### src/rtl/smbe_pkg.sv
// Package: shared state type and the packet-check CRC step for the
// transaction decoder. Assumes the CRC-8 polynomial 07h, MSB first.
package smbe_pkg;

    typedef enum logic [3:0] {
        ST_IDLE, ST_ADDR, ST_CMD, ST_LOW, ST_DATA,
        ST_CNT, ST_BLK, ST_PEC, ST_IGN
    } smbe_st_e;

    // Fold one byte into a CRC-8 remainder.
    function automatic logic [7:0] crc8_step(input logic [7:0] c, input logic [7:0] d);
        logic [7:0] r;
        r = c ^ d;
        for (int i = 0; i < 8; i++) begin
            r = r[7] ? ((r << 1) ^ 8'h07) : (r << 1);
        end
        return r;
    endfunction

endpackage

### src/rtl/smbe_crc8.sv
// CRC-8 accumulator for the packet check. It clears on clr, which has
// priority, and folds din in on en. Assumes clr and en come from the
// decoder's start and byte events.
module smbe_crc8 (
    input  logic       clk,
    input  logic       rst_n,
    input  logic       clr,
    input  logic       en,
    input  logic [7:0] din,
    output logic [7:0] crc
);
    import smbe_pkg::*;

    // Hold the running remainder.
    always_ff @(posedge clk) begin
        if (!rst_n || clr) crc <= 8'h00;
        else if (en)       crc <= crc8_step(crc, din);
    end
endmodule

### src/rtl/smbe_blkbuf.sv
// Block staging buffer and commit sequencer. Bytes are stored by index
// while a block arrives. On go, all BLK_LEN bytes are replayed, one per
// cycle, as write strobes. Assumes go is never raised while busy.
module smbe_blkbuf #(
    parameter int BLK_LEN = 32
) (
    input  logic                       clk,
    input  logic                       rst_n,
    input  logic                       wr,
    input  logic [$clog2(BLK_LEN)-1:0] wr_idx,
    input  logic [7:0]                 wr_data,
    input  logic                       go,
    output logic                       busy,
    output logic                       c_we,
    output logic [7:0]                 c_data
);
    localparam int IW = $clog2(BLK_LEN);
    localparam logic [IW-1:0] LAST = IW'(BLK_LEN - 1);

    logic [7:0]    store_q [BLK_LEN];
    logic [IW-1:0] idx_q;

    // Capture incoming block bytes.
    always_ff @(posedge clk) begin
        if (wr) store_q[wr_idx] <= wr_data;
    end

    // Step the replay index while committing.
    always_ff @(posedge clk) begin
        if (!rst_n) begin
            busy  <= 1'b0;
            idx_q <= '0;
        end else if (go) begin
            busy  <= 1'b1;
            idx_q <= '0;
        end else if (busy) begin
            idx_q <= idx_q + IW'(1);
            if (idx_q == LAST) busy <= 1'b0;
        end
    end

    assign c_we   = busy;
    assign c_data = store_q[idx_q];

    AST_GO_WHEN_IDLE: assert property (@(posedge clk) disable iff (!rst_n)
        go |-> !busy);
    AST_COMMIT_STEP: assert property (@(posedge clk) disable iff (!rst_n)
        busy |=> (busy && idx_q == $past(idx_q) + IW'(1)) || (!busy && $past(idx_q) == LAST));
endmodule

### src/rtl/smbe_xact_dec.sv
// SMBus slave transaction decoder. It turns byte and start/stop events
// into acknowledge decisions and memory accesses. It handles
// set-address, single-byte write, block write with a packet check, and
// receive-byte read. Assumes the event pulses are one cycle long and
// mutually exclusive, and that mem_rdata is combinational from mem_addr.
module smbe_xact_dec #(
    parameter logic [6:0] SLV_ADDR = 7'h2C,
    parameter int         BLK_LEN  = 32,
    parameter int         AW       = 16,
    parameter logic [7:0] CMD_BLK  = 8'hA0,
    parameter logic [7:0] HI_MIN   = 8'h80,
    parameter logic [7:0] HI_MAX   = 8'h9F
) (
    input  logic          clk,
    input  logic          rst_n,
    input  logic          ph_start,
    input  logic          ph_stop,
    input  logic          ph_byte_vld,
    input  logic [7:0]    ph_byte,
    input  logic [1:0]    eep_ctl,
    output logic          ack_vld,
    output logic          ack,
    output logic [7:0]    tx_data,
    output logic          mem_we,
    output logic          mem_re,
    output logic [AW-1:0] mem_addr,
    output logic [7:0]    mem_wdata,
    input  logic [7:0]    mem_rdata
);
    import smbe_pkg::*;

    localparam int IW = $clog2(BLK_LEN);
    localparam logic [IW-1:0] LAST = IW'(BLK_LEN - 1);
    localparam logic [7:0] CNT_CODE = 8'(BLK_LEN);

    smbe_st_e      st;
    logic [AW-1:0] ptr;
    logic [7:0]    hi_q, wd_q, crc;
    logic [IW-1:0] blk_cnt;
    logic          swe_q, re_q, busy, c_we;
    logic [7:0]    c_data;
    logic          byte_ev, crc_en, buf_wr, pec_ok;

    assign byte_ev = ph_byte_vld && !ph_start && !ph_stop;
    assign crc_en  = byte_ev && (st == ST_ADDR || st == ST_CMD || st == ST_CNT || st == ST_BLK);
    assign buf_wr  = byte_ev && st == ST_BLK;
    assign pec_ok  = byte_ev && st == ST_PEC && ph_byte == crc;

    smbe_crc8 u_crc (
        .clk(clk), .rst_n(rst_n), .clr(ph_start), .en(crc_en), .din(ph_byte), .crc(crc)
    );

    smbe_blkbuf #(.BLK_LEN(BLK_LEN)) u_buf (
        .clk(clk), .rst_n(rst_n), .wr(buf_wr), .wr_idx(blk_cnt), .wr_data(ph_byte),
        .go(pec_ok), .busy(busy), .c_we(c_we), .c_data(c_data)
    );

    // Transaction state, acknowledge decision, pointer and read capture.
    always_ff @(posedge clk) begin
        if (!rst_n) begin
            st      <= ST_IDLE;
            ptr     <= '0;
            hi_q    <= '0;
            wd_q    <= '0;
            blk_cnt <= '0;
            swe_q   <= 1'b0;
            re_q    <= 1'b0;
            ack_vld <= 1'b0;
            ack     <= 1'b0;
            tx_data <= '0;
        end else begin
            ack_vld <= 1'b0;
            ack     <= 1'b0;
            swe_q   <= 1'b0;
            re_q    <= 1'b0;
            if (re_q) tx_data <= mem_rdata;
            if (mem_we || mem_re) ptr <= ptr + AW'(1);
            if (ph_start) begin
                st      <= ST_ADDR;
                blk_cnt <= '0;
            end else if (ph_stop) begin
                st <= ST_IDLE;
            end else if (ph_byte_vld) begin
                ack_vld <= 1'b1;
                st      <= ST_IGN;
                case (st)
                    ST_ADDR: if (ph_byte[7:1] == SLV_ADDR && !busy) begin
                        if (!ph_byte[0]) begin
                            ack <= 1'b1;
                            st  <= ST_CMD;
                        end else if (eep_ctl[0]) begin
                            ack  <= 1'b1;
                            re_q <= 1'b1;
                        end
                    end
                    ST_CMD: if (ph_byte >= HI_MIN && ph_byte <= HI_MAX) begin
                        ack  <= 1'b1;
                        hi_q <= ph_byte;
                        st   <= ST_LOW;
                    end else if (ph_byte == CMD_BLK && eep_ctl[1]) begin
                        ack <= 1'b1;
                        st  <= ST_CNT;
                    end
                    ST_LOW: begin
                        ack <= 1'b1;
                        ptr <= AW'({hi_q, ph_byte});
                        st  <= ST_DATA;
                    end
                    ST_DATA: if (eep_ctl[1]) begin
                        ack   <= 1'b1;
                        swe_q <= 1'b1;
                        wd_q  <= ph_byte;
                    end
                    ST_CNT: if (ph_byte == CNT_CODE) begin
                        ack     <= 1'b1;
                        blk_cnt <= '0;
                        st      <= ST_BLK;
                    end
                    ST_BLK: begin
                        ack     <= 1'b1;
                        blk_cnt <= blk_cnt + IW'(1);
                        st      <= (blk_cnt == LAST) ? ST_PEC : ST_BLK;
                    end
                    ST_PEC: ack <= pec_ok;
                    default: ack <= 1'b0;
                endcase
            end
        end
    end

    assign mem_we    = swe_q | c_we;
    assign mem_re    = re_q;
    assign mem_addr  = ptr;
    assign mem_wdata = c_we ? c_data : wd_q;

    AST_ACK_AFTER_BYTE: assert property (@(posedge clk) disable iff (!rst_n)
        ack_vld |-> $past(ph_byte_vld));
    AST_SINGLE_NEEDS_WEN: assert property (@(posedge clk) disable iff (!rst_n)
        swe_q |-> $past(eep_ctl[1]));
    AST_READ_NEEDS_REN: assert property (@(posedge clk) disable iff (!rst_n)
        mem_re |-> $past(eep_ctl[0]));
    AST_NO_RW_OVERLAP: assert property (@(posedge clk) disable iff (!rst_n)
        !(mem_we && mem_re));
    AST_PTR_STEP: assert property (@(posedge clk) disable iff (!rst_n)
        (mem_we || mem_re) |=> ptr == $past(ptr) + AW'(1));
endmodule

### config.mk
export PLATFORM = sky130hd
export DESIGN_NAME = smbe_xact_dec
export DESIGN_NICKNAME = d
export VERILOG_FILES = /design/src/rtl/smbe_pkg.sv /design/src/rtl/smbe_crc8.sv /design/src/rtl/smbe_blkbuf.sv /design/src/rtl/smbe_xact_dec.sv
export SDC_FILE = /design/constraint.sdc
export NUM_CORES = 1
export LEC_CHECK = 0
export BUFFER_PORTS_ARGS = -buffer_cell sky130_fd_sc_hd__buf_2
export CORE_MARGIN = 2
export CORE_UTILIZATION = 48
export CTS_CLUSTER_DIAMETER = 60
export DETAILED_ROUTE_END_ITERATION = 8
export SLEW_MARGIN = 15
export SYNTH_ARGS = -nofsm -noshare
export SYNTH_HDL_FRONTEND = slang
export SYNTH_SLANG_ARGS = --single-unit
### constraint.sdc
create_clock -name clk -period 2.8 [get_ports clk]
set_input_delay 0.56 -clock clk [delete_from_list [all_inputs] [get_ports clk]]
set_output_delay 0.56 -clock clk [all_outputs]
set_load 0.01 [all_outputs]
==> results.sh <==
export IMPL_status="finished with violations"
export IMPL_violations="setup timing"
export IMPL_syn_area_per_cell_um2=14.13
export IMPL_final_common_cell="edfxtp_1"
export IMPL_cap_violations=0
export IMPL_htree_levels=2
export IMPL_areaGrowthSynthToFinish_pct=23.57
export IMPL_die_h_um=172.4
export IMPL_syn_area_um2=13610
export IMPL_grt_pass1_wl_um=50680
export IMPL_ant_nets=0
export IMPL_cts_tree="done"
export IMPL_ys_warn_count=0
export IMPL_synthFlopType="edfxtp_1"
export IMPL_layout_drive_gt1_share=0.2668
export IMPL_dr_first_iter_drc_count=654
export IMPL_fp_dieW_um=172.4
export IMPL_seq_area_frac_synth=0.6708
export IMPL_leakagePower_nw=5.581
export IMPL_num_vias=8432
export IMPL_skew_ns=0.01466
export IMPL_worst_slew_pin_slew_ns=0.7728
export IMPL_post_place_ws_ns=0.2240
export IMPL_grt_max_degree=37
export IMPL_setup_viol=8
export IMPL_clock_latency_ns=0.51
export IMPL_core_area_um2=27860
export IMPL_arrival_ns=2.48
export IMPL_final_cell_area_um2=16820
export IMPL_fin_crit_ns=3.039
export IMPL_postCtsHoldBufs=0
export IMPL_clk_pin_slew_ns=0.06
export IMPL_nNetsFinal=1136
export IMPL_cts_root_buffer="clkbuf_16"
export IMPL_grt_pass1_vias=8275
export IMPL_io_pins=59
export IMPL_grtUsageTotal=0.2327
export IMPL_diodes=0
export IMPL_via_per_inst=5.599
export IMPL_dp_hpwl_um=20750
export IMPL_setup_ws_ns=-0.2390
export IMPL_crit_path_start_kind="flip-flop"
export IMPL_final_cell_mix="edfxtp_1 (256), mux2i_1 (142), nor2_1 (91), dfxtp_1 (71), buf_4 (70)"
export IMPL_dpl_cell_area_um2=14870
export IMPL_n_fill_cell=2147
export IMPL_slew_headroom=0.4800
export IMPL_cp_max_fo=7
export IMPL_syn_inst=963
export IMPL_post_route_period_util=1.085
export IMPL_synth_edf_count=256
export IMPL_place_gp_congestion=0.8593
export IMPL_ir_drop_v=0.0004562
export IMPL_fp_row_count=61
export IMPL_critical_path_required_ns=2.24
export IMPL_wl_per_cell_um=22.55
export IMPL_synth_area_leaders="edfxtp_1 (56%), mux2i_1 (11%), dfxtp_1 (11%)"
export IMPL_grt_ovfl_total=0
export IMPL_firstDrtPassIters=5
export IMPL_total_power_mw=10.11
export IMPL_hold_path_class="in -> reg"
export IMPL_clock_path_buffers=3
export IMPL_yosys_cell_types_count=56
export IMPL_drt_total_wl_um=33960
export IMPL_rsz0062_at_grt="true"
export IMPL_yosys_area_top_type_share=0.5649
export IMPL_synthArstFlopShare=0
export IMPL_max_freq_ghz=0.3291
export IMPL_initial_utilization=0.4885
export IMPL_antenna_found_initial=0
export IMPL_worstSetupPathType="reg -> out"
export IMPL_final_hold_violation_count=0
export IMPL_ys_seq_elements=328
export IMPL_crit_path_end_kind="primary output"
export IMPL_syn_num_nets=997
export IMPL_synth_top_cell_by_area="edfxtp_1"
export IMPL_cts_sinks=328
export IMPL_pwr_density_cell_nw_per_um2=601.3
export IMPL_dieArea_um2=29710
export IMPL_io_buffers=58
export IMPL_slew_violations=0
export IMPL_numCtsBuffers=36
export IMPL_drcViolationCount=0
==> report_power, final <==
part	leakage [nW]	switching, mW	internal [mW]
Sequential	2.88	0.00225	5.24
Combinational	2.14	0.160	0.0659
Clock	0.563	1.86	2.78
==> critical path: stages (launching register included) <==
cell	delay, ns
dfxtp_4	0.37
buf_12	0.15
buf_4	0.17
mux2i_1	0.13
a22oi_1	0.21
a21oi_1	0.15
nor4_4	0.46
mux2_4	0.23
buf_6	0.09
==> logic make-up (layout without fill, tap and decap cells) <==
family | Yosys count | in the layout | share of synthesized area
AOI/OAI and AO/OA | 161 | 161 | 0.07566
adders and majority gates | 11 | 11 | 0.01011
muxes | 161 | 161 | 0.1192
xor gates and xnor gates | 42 | 42 | 0.02924
DFF | 328 | 328 | 0.6708
and+or+nand+nor | 196 | 196 | 0.07419
buffers and inverters | 64 | 229 | 0.02087
==> what timing repair did <==
item | CTS | global route
setup buffers | 9 | 2
resized for setup | 97 | 22
gates cloned | 6 | 1
endpoints found under the setup margin | 8 | 8
pin swaps | 39 | 12
==> path summary, 6_finish.rpt <==
kind	startpoint	to	slack [ns]	cells past startpoint
max	flip-flop	mem_wdata[6]	-0.24	8
min	mem_rdata[1]	tx_data[1]$_SDFFE_PN0P_	0.30	3
max reg2reg	st[3]$_SDFFE_PP0P_	u_buf.store_q[13][1]$_DFFE_PP_	0.42	8
min reg2reg	hi_q[7]$_SDFFE_PN0P_	hi_q[7]$_SDFFE_PN0P_	0.47	2
==> final cells by class <==
| type | instances | area [um2] | share of cell area |
|---|---|---|---|
| Inverter | 9 | 33.78 | 0.002009 |
| Tap cell | 378 | 473.0 | 0.02812 |
| Clock buffer | 42 | 944.7 | 0.05617 |
| Timing Repair Buffer | 156 | 1409 | 0.08377 |
| Clock inverter | 22 | 209.0 | 0.01242 |
| Sequential cell | 328 | 9133 | 0.5430 |
| Multi-Input combinational cell | 571 | 4616 | 0.2745 |
==> stage by stage <==
stage,hold WS [ns],cells,util,TNS [ns]
2_1_floorplan,0.4223,963,-,0
3_3_place_gp,0.4343,1431,0.5339,0
3_5_place_dp,0.4620,1431,0.5339,0
4_1_cts,0.2829,1504,0.5987,-1.750
5_1_grt,0.2899,1506,0.6037,-2.227
6_report,0.2952,1506,0.6037,-1.664
==> registers in the layout, indices dropped and copies added, names as in the netlist, named ones only <==
signal	cells
tx_data	8
u_buf.busy	1
u_buf.idx_q	5
hi_q	8
wd_q	8
mem_addr	16
u_crc.crc	8
ack	1
ack_vld	1
blk_cnt	5
mem_re	1
st	4
swe_q	1
u_buf.store_q	256
==> cells in the mapped netlist (15+ instances only) <==
| master | count |
|---|---|
| nand2_1 | 15 |
| o21ai_0 | 18 |
| clkbuf_1 | 31 |
| buf_2 | 16 |
| a21oi_1 | 55 |
| edfxtp_1 | 256 |
| dfxtp_1 | 72 |
| mux2i_1 | 153 |
| xnor2_1 | 21 |
| a22oi_1 | 66 |
| xor2_1 | 19 |
| nor2_1 | 92 |
==> per-layer routing <==
| metal | wire length, um | GRT usage | vias up | share of wire |
|---|---|---|---|---|
| li1 | - | - | 3938 | - |
| met1 | 15230 | 0.3349 | 4191 | 0.45 |
| met2 | 15990 | 0.3671 | 244 | 0.47 |
| met3 | 1966 | 0.03845 | 59 | 0.058 |
| met4 | 775 | 0.06467 | 0 | 0.023 |
| met5 | 0 | 0 | - | 0 |
No activity file was read; power rests on OpenSTA's default activity.
